===== config.mk =====
export PLATFORM = sky130hd
export DESIGN_NAME = quad_pair_supervisor
export DESIGN_NICKNAME = d
export VERILOG_FILES = /design/src/rtl/qps_pkg.sv /design/src/rtl/qps_decide.sv /design/src/rtl/qps_result_reg.sv /design/src/rtl/qps_release.sv /design/src/rtl/quad_pair_supervisor.sv
export SDC_FILE = /design/constraint.sdc
export NUM_CORES = 1
export LEC_CHECK = 0
export CORE_AREA = 2 2 40 42
export DETAILED_ROUTE_END_ITERATION = 8
export DIE_AREA = 0 0 42 44
export PLACE_DENSITY = 0.78
export RECOVER_POWER = 50
export SYNTH_ARGS = -nofsm -noshare
export SYNTH_HDL_FRONTEND = slang
export SYNTH_HIERARCHICAL = 1
export SYNTH_SLANG_ARGS = --single-unit

===== constraint.sdc =====
create_clock -name clk -period 2.91 [get_ports clk]
set_input_delay 0.4365 -clock clk [delete_from_list [all_inputs] [get_ports clk]]
set_output_delay 0.4365 -clock clk [all_outputs]
set_load 0.1 [all_outputs]

===== src/rtl/qps_pkg.sv =====
package qps_pkg;
    localparam int CODE_W = 2;

    typedef enum logic [CODE_W-1:0] {
        SIG_OPEN    = 2'd0,
        SIG_INVALID = 2'd1,
        SIG_SINGLE  = 2'd2,
        SIG_DUAL    = 2'd3
    } sig_kind_e;

    typedef enum logic [CODE_W-1:0] {
        PDA_A    = 2'd0,
        PDA_B    = 2'd1,
        PDA_BOTH = 2'd2,
        PDA_NONE = 2'd3
    } pd_alt_e;

    typedef enum logic [CODE_W-1:0] {
        SEL_OFF  = 2'd0,
        SEL_A    = 2'd1,
        SEL_B    = 2'd2,
        SEL_BOTH = 2'd3
    } alt_sel_e;

    typedef enum logic [2:0] {
        ST_DISABLED     = 3'd0,
        ST_CONN_CHECK   = 3'd1,
        ST_SETUP_SINGLE = 3'd2,
        ST_SETUP_DUAL   = 3'd3,
        ST_RUN_SINGLE   = 3'd4,
        ST_RUN_DUAL     = 3'd5
    } sup_state_e;
endpackage


===== src/rtl/qps_decide.sv =====
module qps_decide
    import qps_pkg::*;
(
    input  sig_kind_e sig_i,
    input  pd_alt_e   alt_i,
    output logic      single_o,
    output logic      dual_o,
    output logic      use_a_o,
    output logic      use_b_o
);
    always_comb begin
        use_a_o  = (alt_i == PDA_A) || (alt_i == PDA_BOTH);
        use_b_o  = (alt_i == PDA_B) || (alt_i == PDA_BOTH);
        single_o = (sig_i == SIG_SINGLE) && (alt_i == PDA_BOTH);
        dual_o   = (sig_i == SIG_DUAL) && (use_a_o || use_b_o);
    end
endmodule


===== src/rtl/qps_result_reg.sv =====
module qps_result_reg
    import qps_pkg::*;
(
    input  logic      clk,
    input  logic      rst_n,
    input  logic      clear_i,
    input  logic      load_i,
    input  sig_kind_e sig_i,
    input  pd_alt_e   alt_i,
    output sig_kind_e sig_q,
    output pd_alt_e   alt_q
);
    always_ff @(posedge clk or negedge rst_n) begin
        if (!rst_n) begin
            sig_q <= SIG_INVALID;
            alt_q <= PDA_NONE;
        end else if (clear_i) begin
            sig_q <= SIG_INVALID;
            alt_q <= PDA_NONE;
        end else if (load_i) begin
            sig_q <= sig_i;
            alt_q <= alt_i;
        end
    end
endmodule


===== src/rtl/qps_release.sv =====
module qps_release (
    input  logic single_i,
    input  logic use_a_i,
    input  logic use_b_i,
    input  logic fail_a_i,
    input  logic fail_b_i,
    output logic release_o
);
    logic done_a;
    logic done_b;

    always_comb begin
        done_a = fail_a_i || !use_a_i;
        done_b = fail_b_i || !use_b_i;
        if (single_i) begin
            release_o = fail_a_i;
        end else begin
            release_o = done_a && done_b;
        end
    end
endmodule


===== src/rtl/quad_pair_supervisor.sv =====
module quad_pair_supervisor
    import qps_pkg::*;
(
    input  logic       clk,
    input  logic       rst_n,
    input  logic       enable_i,
    input  logic [1:0] sig_kind_i,
    input  logic [1:0] pd_alt_i,
    input  logic       chk_done_i,
    input  logic       fail_a_i,
    input  logic       fail_b_i,
    output logic       chk_req_o,
    output logic       tcc_start_o,
    output logic       ps0_en_o,
    output logic [1:0] ps0_alt_o,
    output logic       ps0_fail_clr_o,
    output logic       ps1_en_o,
    output logic [1:0] ps1_alt_o,
    output logic       ps1_fail_clr_o
);
    sup_state_e state_q;
    sup_state_e state_d;

    logic      live_single, live_dual, live_use_a, live_use_b;
    logic      q_single, q_dual, q_use_a, q_use_b;
    logic      released;
    sig_kind_e sig_q;
    pd_alt_e   alt_q;
    logic      load_res;
    logic      clear_res;

    assign load_res  = (state_q == ST_CONN_CHECK) && chk_done_i;
    assign clear_res = (state_q == ST_DISABLED);

    qps_decide u_live_decide (
        .sig_i    (sig_kind_e'(sig_kind_i)),
        .alt_i    (pd_alt_e'(pd_alt_i)),
        .single_o (live_single),
        .dual_o   (live_dual),
        .use_a_o  (live_use_a),
        .use_b_o  (live_use_b)
    );

    qps_result_reg u_results (
        .clk     (clk),
        .rst_n   (rst_n),
        .clear_i (clear_res),
        .load_i  (load_res),
        .sig_i   (sig_kind_e'(sig_kind_i)),
        .alt_i   (pd_alt_e'(pd_alt_i)),
        .sig_q   (sig_q),
        .alt_q   (alt_q)
    );

    qps_decide u_held_decide (
        .sig_i    (sig_q),
        .alt_i    (alt_q),
        .single_o (q_single),
        .dual_o   (q_dual),
        .use_a_o  (q_use_a),
        .use_b_o  (q_use_b)
    );

    qps_release u_release (
        .single_i  (state_q == ST_RUN_SINGLE),
        .use_a_i   (q_use_a),
        .use_b_i   (q_use_b),
        .fail_a_i  (fail_a_i),
        .fail_b_i  (fail_b_i),
        .release_o (released)
    );

    // state register
    always_ff @(posedge clk or negedge rst_n) begin
        if (!rst_n) begin
            state_q <= ST_DISABLED;
        end else begin
            state_q <= state_d;
        end
    end

    // next-state logic
    always_comb begin
        state_d = state_q;
        unique case (state_q)
            ST_DISABLED: begin
                state_d = ST_CONN_CHECK;
            end
            ST_CONN_CHECK: begin
                if (chk_done_i) begin
                    if (live_single) begin
                        state_d = ST_SETUP_SINGLE;
                    end else if (live_dual) begin
                        state_d = ST_SETUP_DUAL;
                    end else begin
                        state_d = ST_DISABLED;
                    end
                end
            end
            ST_SETUP_SINGLE: state_d = ST_RUN_SINGLE;
            ST_SETUP_DUAL:   state_d = ST_RUN_DUAL;
            ST_RUN_SINGLE, ST_RUN_DUAL: begin
                if (released) begin
                    state_d = ST_CONN_CHECK;
                end
            end
            default: state_d = ST_DISABLED;
        endcase
        if (!enable_i) begin
            state_d = ST_DISABLED;
        end
    end

    // output decode
    always_comb begin
        chk_req_o      = 1'b0;
        tcc_start_o    = 1'b0;
        ps0_en_o       = 1'b0;
        ps0_alt_o      = SEL_OFF;
        ps0_fail_clr_o = 1'b0;
        ps1_en_o       = 1'b0;
        ps1_alt_o      = SEL_OFF;
        ps1_fail_clr_o = 1'b0;
        unique case (state_q)
            ST_DISABLED: begin
            end
            ST_CONN_CHECK: begin
                chk_req_o = 1'b1;
            end
            ST_SETUP_SINGLE, ST_RUN_SINGLE: begin
                ps0_en_o  = q_single;
                ps0_alt_o = q_single ? SEL_BOTH : SEL_OFF;
                if (state_q == ST_SETUP_SINGLE) begin
                    tcc_start_o    = 1'b1;
                    ps0_fail_clr_o = 1'b1;
                end
            end
            ST_SETUP_DUAL, ST_RUN_DUAL: begin
                ps0_en_o  = q_dual && q_use_a;
                ps0_alt_o = (q_dual && q_use_a) ? SEL_A : SEL_OFF;
                ps1_en_o  = q_dual && q_use_b;
                ps1_alt_o = (q_dual && q_use_b) ? SEL_B : SEL_OFF;
                if (state_q == ST_SETUP_DUAL) begin
                    tcc_start_o    = 1'b1;
                    ps0_fail_clr_o = q_use_a;
                    ps1_fail_clr_o = q_use_b;
                end
            end
            default: begin
            end
        endcase
    end


    off_after_disable_chk: assert property (@(posedge clk) disable iff (!rst_n)
        !enable_i |=> (!chk_req_o && !tcc_start_o && !ps0_en_o && !ps1_en_o));


    req_hold_chk: assert property (@(posedge clk) disable iff (!rst_n)
        (chk_req_o && !chk_done_i && enable_i) |=> chk_req_o);


    tcc_single_pulse_chk: assert property (@(posedge clk) disable iff (!rst_n)
        tcc_start_o |=> !tcc_start_o);


    enable_rise_clears_chk: assert property (@(posedge clk) disable iff (!rst_n)
        $rose(ps0_en_o) |-> ps0_fail_clr_o);


    dual_hold_chk: assert property (@(posedge clk) disable iff (!rst_n)
        (state_q == ST_RUN_DUAL && enable_i && !fail_a_i && !fail_b_i) |=> !chk_req_o);


    shared_excludes_b_chk: assert property (@(posedge clk) disable iff (!rst_n)
        (ps0_alt_o == SEL_BOTH) |-> (!ps1_en_o && !ps1_fail_clr_o));
endmodule


Word-level counts from Yosys, hierarchy flattened
Cells that the tools add are included.
{"block": "word_totals", "inputBits": 10, "word_cells": 70, "reg_bits": 7}
{"block": "op_classes", "n_mux": 26, "n_eq_ne": 15, "n_reduce_logical": 26}
{"operator": "2-to-1 mux 2 bit", "n": 9}
{"operator": "one-hot mux 3 bit (5 select lines)", "n": 1}
{"operator": "== test 2 bit, second input constant", "n": 6}
{"operator": "2-to-1 mux 1 bit", "n": 9}
{"operator": "2-to-1 mux 3 bit", "n": 3}
{"operator": "logical AND 1 bit", "n": 8}
{"operator": "logical OR 1 bit", "n": 8}
{"operator": "== test 3 x 2 -> 1 bit, second input constant", "n": 2}
{"operator": "== test 3 bit, second input constant", "n": 2}
{"operator": "inequality test 3 bit, second input constant", "n": 2}
{"operator": "one-hot mux 1 bit (2 select lines)", "n": 3}
{"operator": "OR reduction 2 bit", "n": 3}
{"operator": "== test 2 x 1 -> 1 bit, second input constant", "n": 2}
{"operator": "logical NOT 2 bit", "n": 2}
{"operator": "one-hot mux 2 bit (2 select lines)", "n": 1}
{"operator": "== test 3 x 1 -> 1 bit, second input constant", "n": 1}
{"operator": "logical NOT 3 bit", "n": 1}
{"operator": "logical NOT 1 bit", "n": 2}
{"operator": "AND reduction 2 bit", "n": 1}
{"operator": "nonzero test 2 bit", "n": 1}

Longest topological paths before layout
{"block": "depth", "ltp_word": 9, "mapped_depth": 8, "depth_no_buf": 8}

Cells and area by module
Netlist, hierarchy kept.
{"mod": "quad_pair_supervisor", "cells_per_inst": 37, "instances": 1, "area_each_um2": 312.8, "seq_area_each_um2": 75.1}
{"mod": "qps_result_reg", "cells_per_inst": 12, "instances": 1, "area_each_um2": 162.7, "seq_area_each_um2": 103.8}
{"mod": "qps_decide", "cells_per_inst": 8, "instances": 2, "area_each_um2": 70.1, "seq_area_each_um2": 0.0}
{"mod": "qps_release", "cells_per_inst": 3, "instances": 1, "area_each_um2": 17.5, "seq_area_each_um2": 0.0}

Worst setup path before layout
No wires, ideal clock.
{"block": "synth_path", "kind": "register to output", "startpoint": "register u_results.alt_q[1]", "endpoint": "output ps0_fail_clr_o", "arrival_ns": 3.100, "path_stages_with_launch": 5, "slack_ns": -0.627, "path_buffers": 0, "cell_sequence": "dfstp_2 > ha_1 > or2_1 > inv_1 > a211oi_1"}
{"block": "synth_via", "elab_chain_cells": 4}
{"element": "start, declared", "line": "qps_result_reg.sv:11", "source": "output pd_alt_e alt_q"}
{"element": "start signal, assigned", "line": "qps_result_reg.sv:22", "source": "alt_q <= alt_i;"}
{"element": "== test 2 bit or logical NOT 2 bit (tied branches)", "line": "qps_decide.sv:12", "source": "use_a_o = (alt_i == PDA_A) || (alt_i == PDA_BOTH);"}
{"element": "logical OR 1 bit (*)", "line": "qps_decide.sv:12"}
{"element": "via q_use_a", "line": "quad_pair_supervisor.sv:25", "source": "logic q_single, q_dual, q_use_a, q_use_b;"}
{"element": "2-to-1 mux 1 bit (*)", "line": "quad_pair_supervisor.sv:143", "source": "if (state_q == ST_SETUP_DUAL) begin"}
{"element": "one-hot mux 1 bit (2 select lines) (*)", "line": "quad_pair_supervisor.sv:124", "source": "unique case (state_q)"}
{"element": "end, declared", "line": "quad_pair_supervisor.sv:16", "source": "output logic ps0_fail_clr_o,"}
Mark *: on every way through the listed nets, which the timed path passes. The rest lies on a longest branch.

Worst setup path after layout
{"block": "layout_path", "startpoint": "register u_results.alt_q[0]", "endpoint": "output ps0_en_o"}
{"block": "layout_via", "elab_chain_cells": 6}
{"element": "== test 2 bit or logical NOT 2 bit (tied branches)", "line": "qps_decide.sv:12"}
{"element": "logical OR 1 bit (*)", "line": "qps_decide.sv:12"}
{"element": "via q_use_a", "line": "quad_pair_supervisor.sv:25"}
{"element": "logical OR 1 bit", "line": "qps_decide.sv:15", "source": "dual_o = (sig_i == SIG_DUAL) && (use_a_o || use_b_o);"}
{"element": "logical AND 1 bit", "line": "qps_decide.sv:15"}
{"element": "logical AND 1 bit (*)", "line": "quad_pair_supervisor.sv:139", "source": "ps0_en_o = q_dual && q_use_a;"}
{"element": "one-hot mux 1 bit (2 select lines) (*)", "line": "quad_pair_supervisor.sv:124"}
{"element": "end, declared", "line": "quad_pair_supervisor.sv:14", "source": "output logic ps0_en_o,"}
Marked as above.

==> out/qor.yml <==
die_h_microns: 44
wire_per_inst_microns: 11.1
globalRouteMet3Util_pct: 2.92
syn_area_per_cell_sq_um: 9.39
pin_count: 20
antenna_found_initial: 0
tritoncts.num_buffers: 3
grt_pass1_vias: 475
gr-total-overflow: 0
grt_max_degree: 11
fin_util_pct: 53.7
hpwl_microns: 917
cp.required_ns: 2.47
drtAntennaViolNets: 0
tns_ns: 0
vias_per_cell: 5.03
grtUsageMet2_pct: 24.4
fin_crit_ns: 2.15
cp-start-kind: "flop"
drc: 0
p_per_area_nw_per_um2: 388
firstDrtPassIters: 3
clock_path_buffers: 2
leakage_nw: 0.369
use_met1_pct: 16.7
nets: 97
clk_latency_ns: 0.25
hold_class: "primary input to asynchronous set/reset pin"
place.gp.congestion: 0.780
rsz0062_at_grt: "false"
slew_violations: 0
whs_ns: 0.515
cts.htree.levels: 1
syn-num-nets: 80
drive_gt1_share_pct: 28.4
root_buffer: "clkbuf_4"
setup_viol: 0
cts_tree: "yes"
die_w_microns: 42
yosys_warnings: 6
cts_setup_buffers: 0
crit_path_end_kind: "output pin"
routed_wl_mm: 1.07
maxCapViolCount: 0
fin_crit_sh_pct: 74.0
area_delta_synth_final_pct: 24.8
numPortBuffers: 18
rows: 14
antenna_cells: 0
core_area_sq_um: 1420
grt_pass1_wl_mm: 2.01
grt_usage_pct: 14.5
place_ws_ns: 1.01
clock-sinks: 7
drtIter0Drc: 2
synth_area_sq_um: 611
finalHoldViolCount: 0
max_freq_mhz: 465
arrival_ns: 1.72
max-vdd-ir-drop_v: 0.000219
path_max_fanout: 3
post_cts_resized: 0
syn_inst: 65
grt_busiest_layer: "met2"
holdBufCountCts: 0
setup_ws_ns: 0.758
critPathKind: "flop to output pin"
start_util_pct: 43.0
path_clk_slew_ns: 0.05
outcome: "finished, final reports clean"
num_vias: 488
fin_skew_ns: 0.00286
dieArea_sq_um: 1850
cell type report:
cell class                      instances  area, sq um
Multi-Input combinational cell         45          353
Fill cell                             136          657
Sequential cell                         7          179
Inverter                                7         26.3
Timing Repair Buffer                   18          158
Clock buffer                            4         26.3
Tap cell                               16         20.0
cell usage in the layout (no fill, tap or decap), drive strengths merged:
cell           count
a211o              3
a211oi             1
a21oi              2
and2               1
and3               1
and3b              4
buf                9
clkbuf             4
clkdlybuf4s50      8
conb               1
dfrtp              4
dfstp              3
dlygate4sd3        1
ha                 5
inv                7
mux2i              1
nand2              2
nand2b             2
nand3              2
nor2               5
nor2b              3
nor3               2
nor3b              2
o211a              2
o211ai             1
o21a               1
o2bb2ai            1
o32a               1
or2                1
xnor2              1
critical path: stages, from the launching register on:
cell	delay, ns
dfstp_2	0.54
inv_1	0.06
ha_1	0.20
or2_1	0.26
nand3_1	0.11
a21oi_2	0.06
buf_4	0.24
routing by layer:
layer	routed length, microns	vias up
met2	521	14
li1	-	252
met4	14	0
met5	0	-
met1	486	220
met3	49	2
flip-flops by register name, indices dropped and copies added (netlist names):
name and cells:
state_q 3, u_results/alt_q 2, u_results/sig_q 2
per-stage QoR:
stage | total power [mW] | cells | cell area, sq um
after floorplan | 0.191 | 65 | 624
after global placement | 0.215 | 93 | 749
after detailed placement | 0.215 | 93 | 749
after CTS | 0.306 | 97 | 776
after global routing | 0.321 | 97 | 762
final | 0.296 | 97 | 762
worst paths after layout:
check / endpoint / slack (ns) / startpoint / depth (start not counted)
worst max-delay path: ps0_en_o / 0.76 / u_results/alt_q[0]$_DFFE_PN1P_ / 6
max in group asynchronous: u_results/alt_q[0]$_DFFE_PN1P_ / 2.10 / rst_n / 1
min in group clk: u_results/sig_q[1]$_DFFE_PN0P_ / 0.56 / u_results/sig_q[1]$_DFFE_PN0P_ / 2
worst min register to register: u_results/sig_q[1]$_DFFE_PN0P_ / 0.56 / u_results/sig_q[1]$_DFFE_PN0P_ / 2
worst max register to register: state_q[0]$_DFFE_PN0P_ / 1.14 / u_results/alt_q[1]$_DFFE_PN1P_ / 7
worst min-delay path: state_q[1]$_DFFE_PN0P_ / 0.51 / rst_n / 1
power by group:
part / internal [mW] / total [mW] / leakage [nW] / switching [mW]
sequential: 0.108 / 0.118 / 0.0854 / 0.00994
combinational: 0.0366 / 0.0909 / 0.268 / 0.0543
clock: 0.0522 / 0.0867 / 0.0150 / 0.0345
No activity file was read; power rests on OpenSTA's default activity.
